### src/rtl/bpu_pkg.sv
package bpu_pkg;

    typedef enum logic [2:0] {
        ST_IDLE     = 3'd0,
        ST_GEN_ADDR = 3'd1,
        ST_GEN_DATA = 3'd2,
        ST_CHK_ADDR = 3'd3,
        ST_CHK_DATA = 3'd4
    } phase_st_e;

    function automatic phase_st_e next_phase(input logic is_addr,
                                             input logic is_data,
                                             input logic drive);
        phase_st_e r;
        if (is_addr)      r = drive ? ST_GEN_ADDR : ST_CHK_ADDR;
        else if (is_data) r = drive ? ST_GEN_DATA : ST_CHK_DATA;
        else              r = ST_IDLE;
        return r;
    endfunction

endpackage

### src/rtl/bpu_lane_parity.sv
module bpu_lane_parity #(
    parameter int DATA_W = 32,
    parameter int BE_W   = 4
) (
    input  logic [DATA_W-1:0] lane_ad,
    input  logic [BE_W-1:0]   lane_be,
    output logic              lane_par
);
    // Even parity: parity bit equals XOR of all covered lines
    always_comb begin
        lane_par = (^lane_ad) ^ (^lane_be);
    end
endmodule

### src/rtl/bpu_phase_fsm.sv
module bpu_phase_fsm
    import bpu_pkg::*;
(
    input  logic clk,
    input  logic rst_n,
    input  logic phase_addr,
    input  logic phase_data,
    input  logic local_drive,
    input  logic wide_xfer,
    output logic gen_addr,
    output logic gen_data,
    output logic chk_addr,
    output logic chk_data,
    output logic wide_q
);
    phase_st_e state_q;
    phase_st_e state_d;

    always_comb begin
        state_d = next_phase(phase_addr, phase_data, local_drive);
    end

    // State register
    always_ff @(posedge clk or negedge rst_n) begin
        if (!rst_n) begin
            state_q <= ST_IDLE;
            wide_q  <= 1'b0;
        end else begin
            state_q <= state_d;
            wide_q  <= wide_xfer;
        end
    end

    // Output decode
    always_comb begin
        gen_addr = 1'b0;
        gen_data = 1'b0;
        chk_addr = 1'b0;
        chk_data = 1'b0;
        unique case (state_q)
            ST_IDLE:     ;
            ST_GEN_ADDR: gen_addr = 1'b1;
            ST_GEN_DATA: gen_data = 1'b1;
            ST_CHK_ADDR: chk_addr = 1'b1;
            ST_CHK_DATA: chk_data = 1'b1;
            default:     ;
        endcase
    end
endmodule

### src/rtl/bpu_err_report.sv
module bpu_err_report (
    input  logic clk,
    input  logic rst_n,
    input  logic addr_err,
    input  logic data_err,
    input  logic perr_en,
    input  logic serr_en,
    input  logic stat_clr,
    output logic perr_n,
    output logic serr_n,
    output logic par_err_stat
);
    logic perr_q;
    logic serr_q;
    logic stat_q;

    always_ff @(posedge clk or negedge rst_n) begin
        if (!rst_n) begin
            perr_q <= 1'b0;
            serr_q <= 1'b0;
            stat_q <= 1'b0;
        end else begin
            perr_q <= data_err & perr_en;
            serr_q <= addr_err & perr_en & serr_en;
            // A new error outranks a clear in the same cycle
            stat_q <= (stat_q & ~stat_clr) | addr_err | data_err;
        end
    end

    always_comb begin
        perr_n       = ~perr_q;
        serr_n       = ~serr_q;
        par_err_stat = stat_q;
    end
endmodule

### src/rtl/bus_parity_unit.sv
module bus_parity_unit
    import bpu_pkg::*;
#(
    parameter int LANE_W    = 32,
    parameter int BE_W      = 4,
    parameter int NUM_LANES = 2
) (
    input  logic                            clk,
    input  logic                            rst_n,
    input  logic [LANE_W*NUM_LANES-1:0]     ad,
    input  logic [BE_W*NUM_LANES-1:0]       cbe_n,
    input  logic [NUM_LANES-1:0]            par_in,
    input  logic                            phase_addr,
    input  logic                            phase_data,
    input  logic                            local_drive,
    input  logic                            wide_xfer,
    input  logic                            perr_en,
    input  logic                            serr_en,
    input  logic                            stat_clr,
    output logic [NUM_LANES-1:0]            par_out,
    output logic [NUM_LANES-1:0]            par_oe,
    output logic                            perr_n,
    output logic                            serr_n,
    output logic                            par_err_stat
);
    localparam int AD_W  = LANE_W * NUM_LANES;
    localparam int CBE_W = BE_W * NUM_LANES;

    logic [AD_W-1:0]      ad_q;
    logic [CBE_W-1:0]     cbe_q;
    logic [NUM_LANES-1:0] lane_par;
    logic [NUM_LANES-1:0] lane_gen;
    logic [NUM_LANES-1:0] lane_chk;
    logic [NUM_LANES-1:0] lane_mis;
    logic gen_addr, gen_data, chk_addr, chk_data, wide_q;
    logic addr_err, data_err;

    // Bus values covered by the parity that arrives one clock later
    always_ff @(posedge clk or negedge rst_n) begin
        if (!rst_n) begin
            ad_q  <= '0;
            cbe_q <= '0;
        end else begin
            ad_q  <= ad;
            cbe_q <= cbe_n;
        end
    end

    bpu_phase_fsm u_fsm (
        .clk         (clk),
        .rst_n       (rst_n),
        .phase_addr  (phase_addr),
        .phase_data  (phase_data),
        .local_drive (local_drive),
        .wide_xfer   (wide_xfer),
        .gen_addr    (gen_addr),
        .gen_data    (gen_data),
        .chk_addr    (chk_addr),
        .chk_data    (chk_data),
        .wide_q      (wide_q)
    );

    for (genvar l = 0; l < NUM_LANES; l++) begin : g_lane
        bpu_lane_parity #(.DATA_W(LANE_W), .BE_W(BE_W)) u_par (
            .lane_ad  (ad_q[l*LANE_W +: LANE_W]),
            .lane_be  (cbe_q[l*BE_W +: BE_W]),
            .lane_par (lane_par[l])
        );
        if (l == 0) begin : g_base
            // Base lane covers command in address phases too
            assign lane_gen[l] = gen_addr | gen_data;
            assign lane_chk[l] = chk_addr | chk_data;
        end else begin : g_upper
            // Upper lanes carry byte enables only in wide data phases
            assign lane_gen[l] = gen_data & wide_q;
            assign lane_chk[l] = chk_data & wide_q;
        end
    end

    always_comb begin
        par_oe   = lane_gen;
        par_out  = lane_par & lane_gen;
        lane_mis = (lane_par ^ par_in) & lane_chk;
        addr_err = chk_addr & lane_mis[0];
        data_err = chk_data & (|lane_mis);
    end

    bpu_err_report u_err (
        .clk          (clk),
        .rst_n        (rst_n),
        .addr_err     (addr_err),
        .data_err     (data_err),
        .perr_en      (perr_en),
        .serr_en      (serr_en),
        .stat_clr     (stat_clr),
        .perr_n       (perr_n),
        .serr_n       (serr_n),
        .par_err_stat (par_err_stat)
    );
endmodule

### config.mk
export PLATFORM = sky130hd
export DESIGN_NAME = bus_parity_unit
export DESIGN_NICKNAME = d
export VERILOG_FILES = /design/src/rtl/bpu_pkg.sv /design/src/rtl/bpu_lane_parity.sv /design/src/rtl/bpu_phase_fsm.sv /design/src/rtl/bpu_err_report.sv /design/src/rtl/bus_parity_unit.sv
export SDC_FILE = /design/constraint.sdc
export NUM_CORES = 1
export LEC_CHECK = 0
export ABC_CLOCK_PERIOD_IN_PS = 2300
export BUFFER_PORTS_ARGS = -buffer_cell sky130_fd_sc_hd__buf_2
export CORE_MARGIN = 8
export CORE_UTILIZATION = 50
export DETAILED_ROUTE_END_ITERATION = 8
export PLACE_DENSITY_LB_ADDON = 0.3
export REMOVE_ABC_BUFFERS = 1
export SLEW_MARGIN = 20
export SYNTH_ARGS = -nofsm -noshare
export SYNTH_HDL_FRONTEND = slang
export SYNTH_SLANG_ARGS = --single-unit
### constraint.sdc
create_clock -name clk -period 2.3 [get_ports clk]
set_input_delay 0.115 -clock clk [delete_from_list [all_inputs] [get_ports clk]]
set_output_delay 0.115 -clock clk [all_outputs]
set_load 0.02 [all_outputs]
==> flow_summary.ini, run 1 <==
[floorplanning]
die_h_microns = 90.6
start_util_pct = 51.1
rows = 27
pin_count = 90
dieWidth_microns = 90.6
core_sq_um = 5440
die_area_sq_um = 8200

[critical_path]
critical_path_class = reg2out
crit_start = ad_q[43]
r2r_start = ad_q[43]
endpoint_kind = primary output
cp_common_cell = xnor2_1
start_kind = register
crit_arrival_ps = 2240
path_max_fanout = 2
critPathSlowestCell = xnor3_1
crit_path_max_incr_delay_ps = 480
required_ps = 2180
crit_chain = xor2_1 > xnor2_1 > xnor2_1 > xnor3_1 > xnor2_1 > and2_1 > buf_6

[synthesis]
avgSynthCellArea_sq_um = 16.2
synth-seq-cells = 79
synth_area_sq_um = 2780
synth-seq-area-share_pct = 71.1
yosysWarnings = 0
synthCells = 172
ys_types = 15

[timing]
tightest_slew_ps = 934
finClkSkew_ps = 6.93
finalCriticalPeriod_ps = 2350
max_freq_mhz = 425
grt_setup_unrepaired = yes
setup_viol = 2
hold_viol_final = 0
worst_slack_ps = -53.4
finalSetupTns_ps = -80.0
slew_headroom_pct = 37.7
maxSlewViolCount = 0
fin_crit_sh_pct = 102

[layout]
most-common-layout-cells = buf_2 (86), dfrtp_1 (79), dlygate4sd3_1 (76)
diodes = 0
finalInstanceArea_sq_um = 4440
final_common_cell = buf_2
nets = 435
syn_to_final_growth_pct = 59.6
final_cells = 428
drive_gt1_share_pct = 33.4

[clocking]
h-tree-depth = 3
numCtsBuffers = 9
root_buffer = clkbuf_8
clockBufferDepth = 2
clkTransAtPathRegs_ps = 70
cts_tree = yes
cts_sinks = 79
clk_latency_ps = 340

[route]
drt_iter0_drc = 69
dr.pass1.iters = 4
drt-total-wl_mm = 6.84
vias = 1862
wl_per_cell_microns = 16.0
drc = 0
detail_route.vias_per_cell = 4.35
ant_nets = 0

[global_route]
grt_remaining_overflow = 0
first_global_vias = 2271
grt_usage_pct = 18.1
grt_pass1_wl_mm = 11.2
grt_antenna_before_repair = 1
grt_max_degree = 80

[placement]
port-buffer-count = 89
place_area_sq_um = 3320
gp_congestion = 0.711
placed_cells = 333
detailed_place_hpwl_mm = 3.59
place_ws_ps = 265

[run_status]
violations = setup timing
status = finished with violations

[power_and_ir_drop]
p_per_area_nw_per_um2 = 843
p_leak_nw = 2.05
peakVddDrop_v = 0.000688

[hold_path]
worstHoldStart = phase_data
worstHoldPathType = in2reg

[run]
cap_viol_max_count = 0
==> worst max-delay path: cells and delay by family (launching register included) <==
kind	cells	cell delay (ps)
AND/OR/NAND/NOR	1	170
XOR/XNOR	5	1230
flip-flops	1	390
buffers and inverters	1	120
==> sequential cells by signal, indices dropped and copies added (netlist names) <==
register	count
u_err.perr_q	1
u_err.par_err_stat	1
u_fsm.wide_q	1
u_fsm.state_q	3
ad_q	64
u_err.serr_q	1
cbe_q	8
==> final timing paths <==
check,end,slack (ps),cells after the start
worst max-delay path,par_out[1],-50,7
max in group asynchronous,ad_q[46],1220,2
worst min-delay path,u_fsm.state_q[1],30,3
worst max register to register,u_err.par_err_stat,-30,9
min in group asynchronous,ad_q[3],480,2
worst min register to register,u_err.par_err_stat,520,2
==> cell families after synthesis <==
group / share of synthesized area, %
flops: 71.1
xor+xnor: 24.3
compound gates: 0.765
buf+inv: 0.540
simple gates: 3.24
==> area by class of cell <==
type                    instances  area [sq um]
fillers                       303          1000
clock buffers                  12           155
multi-input cells              89           863
repair buffers                169          1250
inverters                       4          15.0
well taps                      72          90.1
clock inverters                 3          90.1
flip-flops and latches         79          1980
==> layer usage <==
metal | vias to the layer above | track usage (%) | routed length [microns] | share of wire [%]
met5 | - | 0 | 8 | 0.12
met4 | 2 | 8.04 | 97 | 1.4
met3 | 12 | 7.23 | 563 | 8.2
met2 | 67 | 33.5 | 3800 | 55
met1 | 891 | 16.9 | 2370 | 35
li1 | 890 | - | - | -
==> per-stage QoR <==
step	hold slack [ps]	total power [mW]	utilization, %
6_report	25.7	3.74	81.6
5_1_grt	14.5	3.92	81.6
2_1_floorplan	-181	2.06	-
3_5_place_dp	224	2.27	61.0
4_1_cts	6.74	3.65	79.8
3_3_place_gp	222	2.24	61.0
==> what timing repair did <==
action / CTS / global route
pin swaps: 3 / 9
setup buffers: 2 / 2
hold buffers: 76 / 0
setup endpoints to repair: 2 / 2
endpoints found under the hold margin: 154 / 0
gates resized for setup: 0 / 13
==> cell usage after synthesis <==
| cell | n | area (sq um) |
|---|---|---|
| a21boi_2 | 1 | 11.3 |
| o21ai_0 | 2 | 10.0 |
| inv_1 | 4 | 15.0 |
| nor3_1 | 1 | 5.00 |
| and2_1 | 1 | 6.26 |
| nor3b_1 | 4 | 30.0 |
| nand2_1 | 1 | 3.75 |
| xor2_1 | 8 | 70.1 |
| nor2_1 | 2 | 7.51 |
| nand3_2 | 1 | 10.0 |
| xnor3_1 | 4 | 90.1 |
| nand2b_1 | 2 | 12.5 |
| dfrtp_1 | 79 | 1980 |
| xnor2_1 | 59 | 517 |
| nand3_1 | 3 | 15.0 |
==> report_power, final <==
| part | leakage, nW | switching [mW] | total [mW] | internal, mW |
|---|---|---|---|---|
| Clock | 0.123 | 0.455 | 1.23 | 0.775 |
| Combinational | 1.00 | 0.386 | 1.00 | 0.618 |
| Sequential | 0.929 | 0.0416 | 1.51 | 1.47 |
Power figures use the tool's default switching activity.
==> run 2, diff against run 1 <==
--- a/config.mk
+++ b/config.mk
@@ -5,7 +5,7 @@
 export SDC_FILE = /design/constraint.sdc
 export NUM_CORES = 1
 export LEC_CHECK = 0
-export ABC_CLOCK_PERIOD_IN_PS = 2300
+export ABC_CLOCK_PERIOD_IN_PS = 2370
 export BUFFER_PORTS_ARGS = -buffer_cell sky130_fd_sc_hd__buf_2
 export CORE_MARGIN = 8
 export CORE_UTILIZATION = 50
==> constraint.sdc (replaced) <==
create_clock -name clk -period 2.37 [get_ports clk]
set_input_delay 0.1185 -clock clk [delete_from_list [all_inputs] [get_ports clk]]
set_output_delay 0.1185 -clock clk [all_outputs]
set_load 0.02 [all_outputs]
==> flow_summary.ini, run 2 (synthesized netlist as in run 1, its figures left out) <==
[run_status]
status = complete, no violations

[layout]
drive_gt1_share_pct = 31.4
top_register = ad_q
regArea_sq_um = 1980
syn_to_final_growth_pct = 54.7
final_cells = 426
multiInputGateArea_sq_um = 812
final_common_cell = buf_2
most-common-layout-cells = buf_2 (87), dfrtp_1 (79), dlygate4sd3_1 (76)
diodes = 0
top_regs = ad_q x64, cbe_q x8, u_fsm.state_q x3
nets = 432
finalInstanceArea_sq_um = 4300
fillers = 329
largest_reg_flops = 64

[clocking]
cts_sinks = 79
cts_tree = yes
clockBufferDepth = 2
clk_latency_ps = 330
clkTransAtPathRegs_ps = 70
h-tree-depth = 3
root_buffer = clkbuf_8
numCtsBuffers = 9

[timing]
fin_crit_sh_pct = 98.3
max_freq_mhz = 429
hold_viol_final = 0
finalCriticalPeriod_ps = 2330
whs_ps = 42.3
finClkSkew_ps = 9.15
maxSlewViolCount = 0
grt_setup_unrepaired = yes
tightest_slew_ps = 934
slew_headroom_pct = 37.7
setup_viol = 0

[hold_path]
worstHoldStart = phase_data
worstHoldPathType = in2reg
min_path_cells = 3
holdPathEnd = u_fsm.state_q[1]

[critical_path]
path_max_fanout = 2
crit_arrival_ps = 2210
start_kind = register
critical_path_class = reg2out
required_ps = 2250
reg2reg_to = u_err.perr_q
ff2ff_path_depth = 8
endpoint_kind = primary output
ff2ff_setup_slack_ps = 260
r2r_start = ad_q[13]

[power_and_ir_drop]
peakVddDrop_v = 0.000493
finalPower_mw = 3.23
p_leak_nw = 1.98
p_per_area_nw_per_um2 = 752

[route]
drt-total-wl_mm = 6.35
vias = 1826
drc = 0
wl_per_cell_microns = 14.9
detail_route.vias_per_cell = 4.29
drt_iter0_drc = 18
ant_nets = 0
dr.pass1.iters = 4

[global_route]
grt_remaining_overflow = 0
grt_usage_pct = 16.5
grt_max_degree = 80
grt_pass1_wl_mm = 10.5
first_global_vias = 2247
grt_antenna_before_repair = 1

[placement]
port-buffer-count = 89
gp_congestion = 0.716
place_area_sq_um = 3320
placed_cells = 333
detailed_place_hpwl_mm = 3.52

[floorplanning]
rows = 27
pin_count = 90
core_sq_um = 5440
start_util_pct = 51.1
die_area_sq_um = 8200
die_h_microns = 90.6
dieWidth_microns = 90.6

[run]
cap_viol_max_count = 0
run 2: cell types whose count changed in the layout (fill, tap and decap cells not counted):
cell / delta
clkinvlp_4: +1
bufinv_16: -2
xor2_2: -1
xnor3_2: +1
xor2_1: +1
clkbuf_8: -2
buf_2: +1
xnor2_1: +6
buf_6: -1
xnor2_2: -6
buf_4: -3
xnor3_1: -1
clkinv_4: +1
clkinv_2: +3
run 2: how the worst max path moves through the flow:
stage               startpoint            endpoint  slack (ps)  cells after the start
floorplan             ad_q[30]          par_out[0]         390                      6
global placement      ad_q[35]  u_err.par_err_stat         400                      7
detailed placement    ad_q[35]  u_err.par_err_stat         360                      7
CTS                   ad_q[12]          par_out[0]          20                      7
global route          ad_q[13]          par_out[0]         -60                      7
finish                ad_q[13]          par_out[0]          40                      7
run 2: cell type report:
type / count / area share [%]
clock buffer: 10 / 2.97
clock inverter: 6 / 1.43
inverter: 4 / 0.349
multi-input combinational: 89 / 18.9
sequential: 79 / 46.0
tap: 72 / 2.09
timing repair buffer: 166 / 28.3
run 2: critical path, stage by stage, from the launching register on:
cell and delay, ps:
dfrtp_1 370, xnor2_1 240, xnor2_1 180, xnor2_1 160, xnor3_2 470, xnor2_1 130, nor3_1 150, buf_4 180
run 2: stage by stage:
step	setup TNS (ps)	utilization [%]	setup slack (ps)
6_report	0	79.1	39.7
5_1_grt	-94.1	79.1	-57.9
4_1_cts	0	78.5	15.7
3_5_place_dp	0	61.0	356
3_3_place_gp	0	61.0	399
2_1_floorplan	0	-	391
run 2: metal layers:
| layer | up-vias | wire (microns) | global-route usage [%] |
|---|---|---|---|
| li1 | 887 | - | - |
| met1 | 859 | 2320 | 15.6 |
| met2 | 65 | 3350 | 30.5 |
| met3 | 13 | 548 | 6.90 |
| met4 | 2 | 114 | 6.52 |
| met5 | - | 12 | 0 |
run 2: report_power, final:
| part | switching, mW | internal, mW |
|---|---|---|
| Combinational | 0.335 | 0.516 |
| Sequential | 0.0362 | 1.42 |
| Clock | 0.443 | 0.483 |
| Total | 0.815 | 2.42 |
run 2: what timing repair did:
action | CTS | global route
gates resized for setup | 0 | 5
hold buffers | 76 | 0
endpoints found under the setup margin | 0 | 2
setup buffers | 0 | 1
endpoints found under the hold margin | 155 | 0
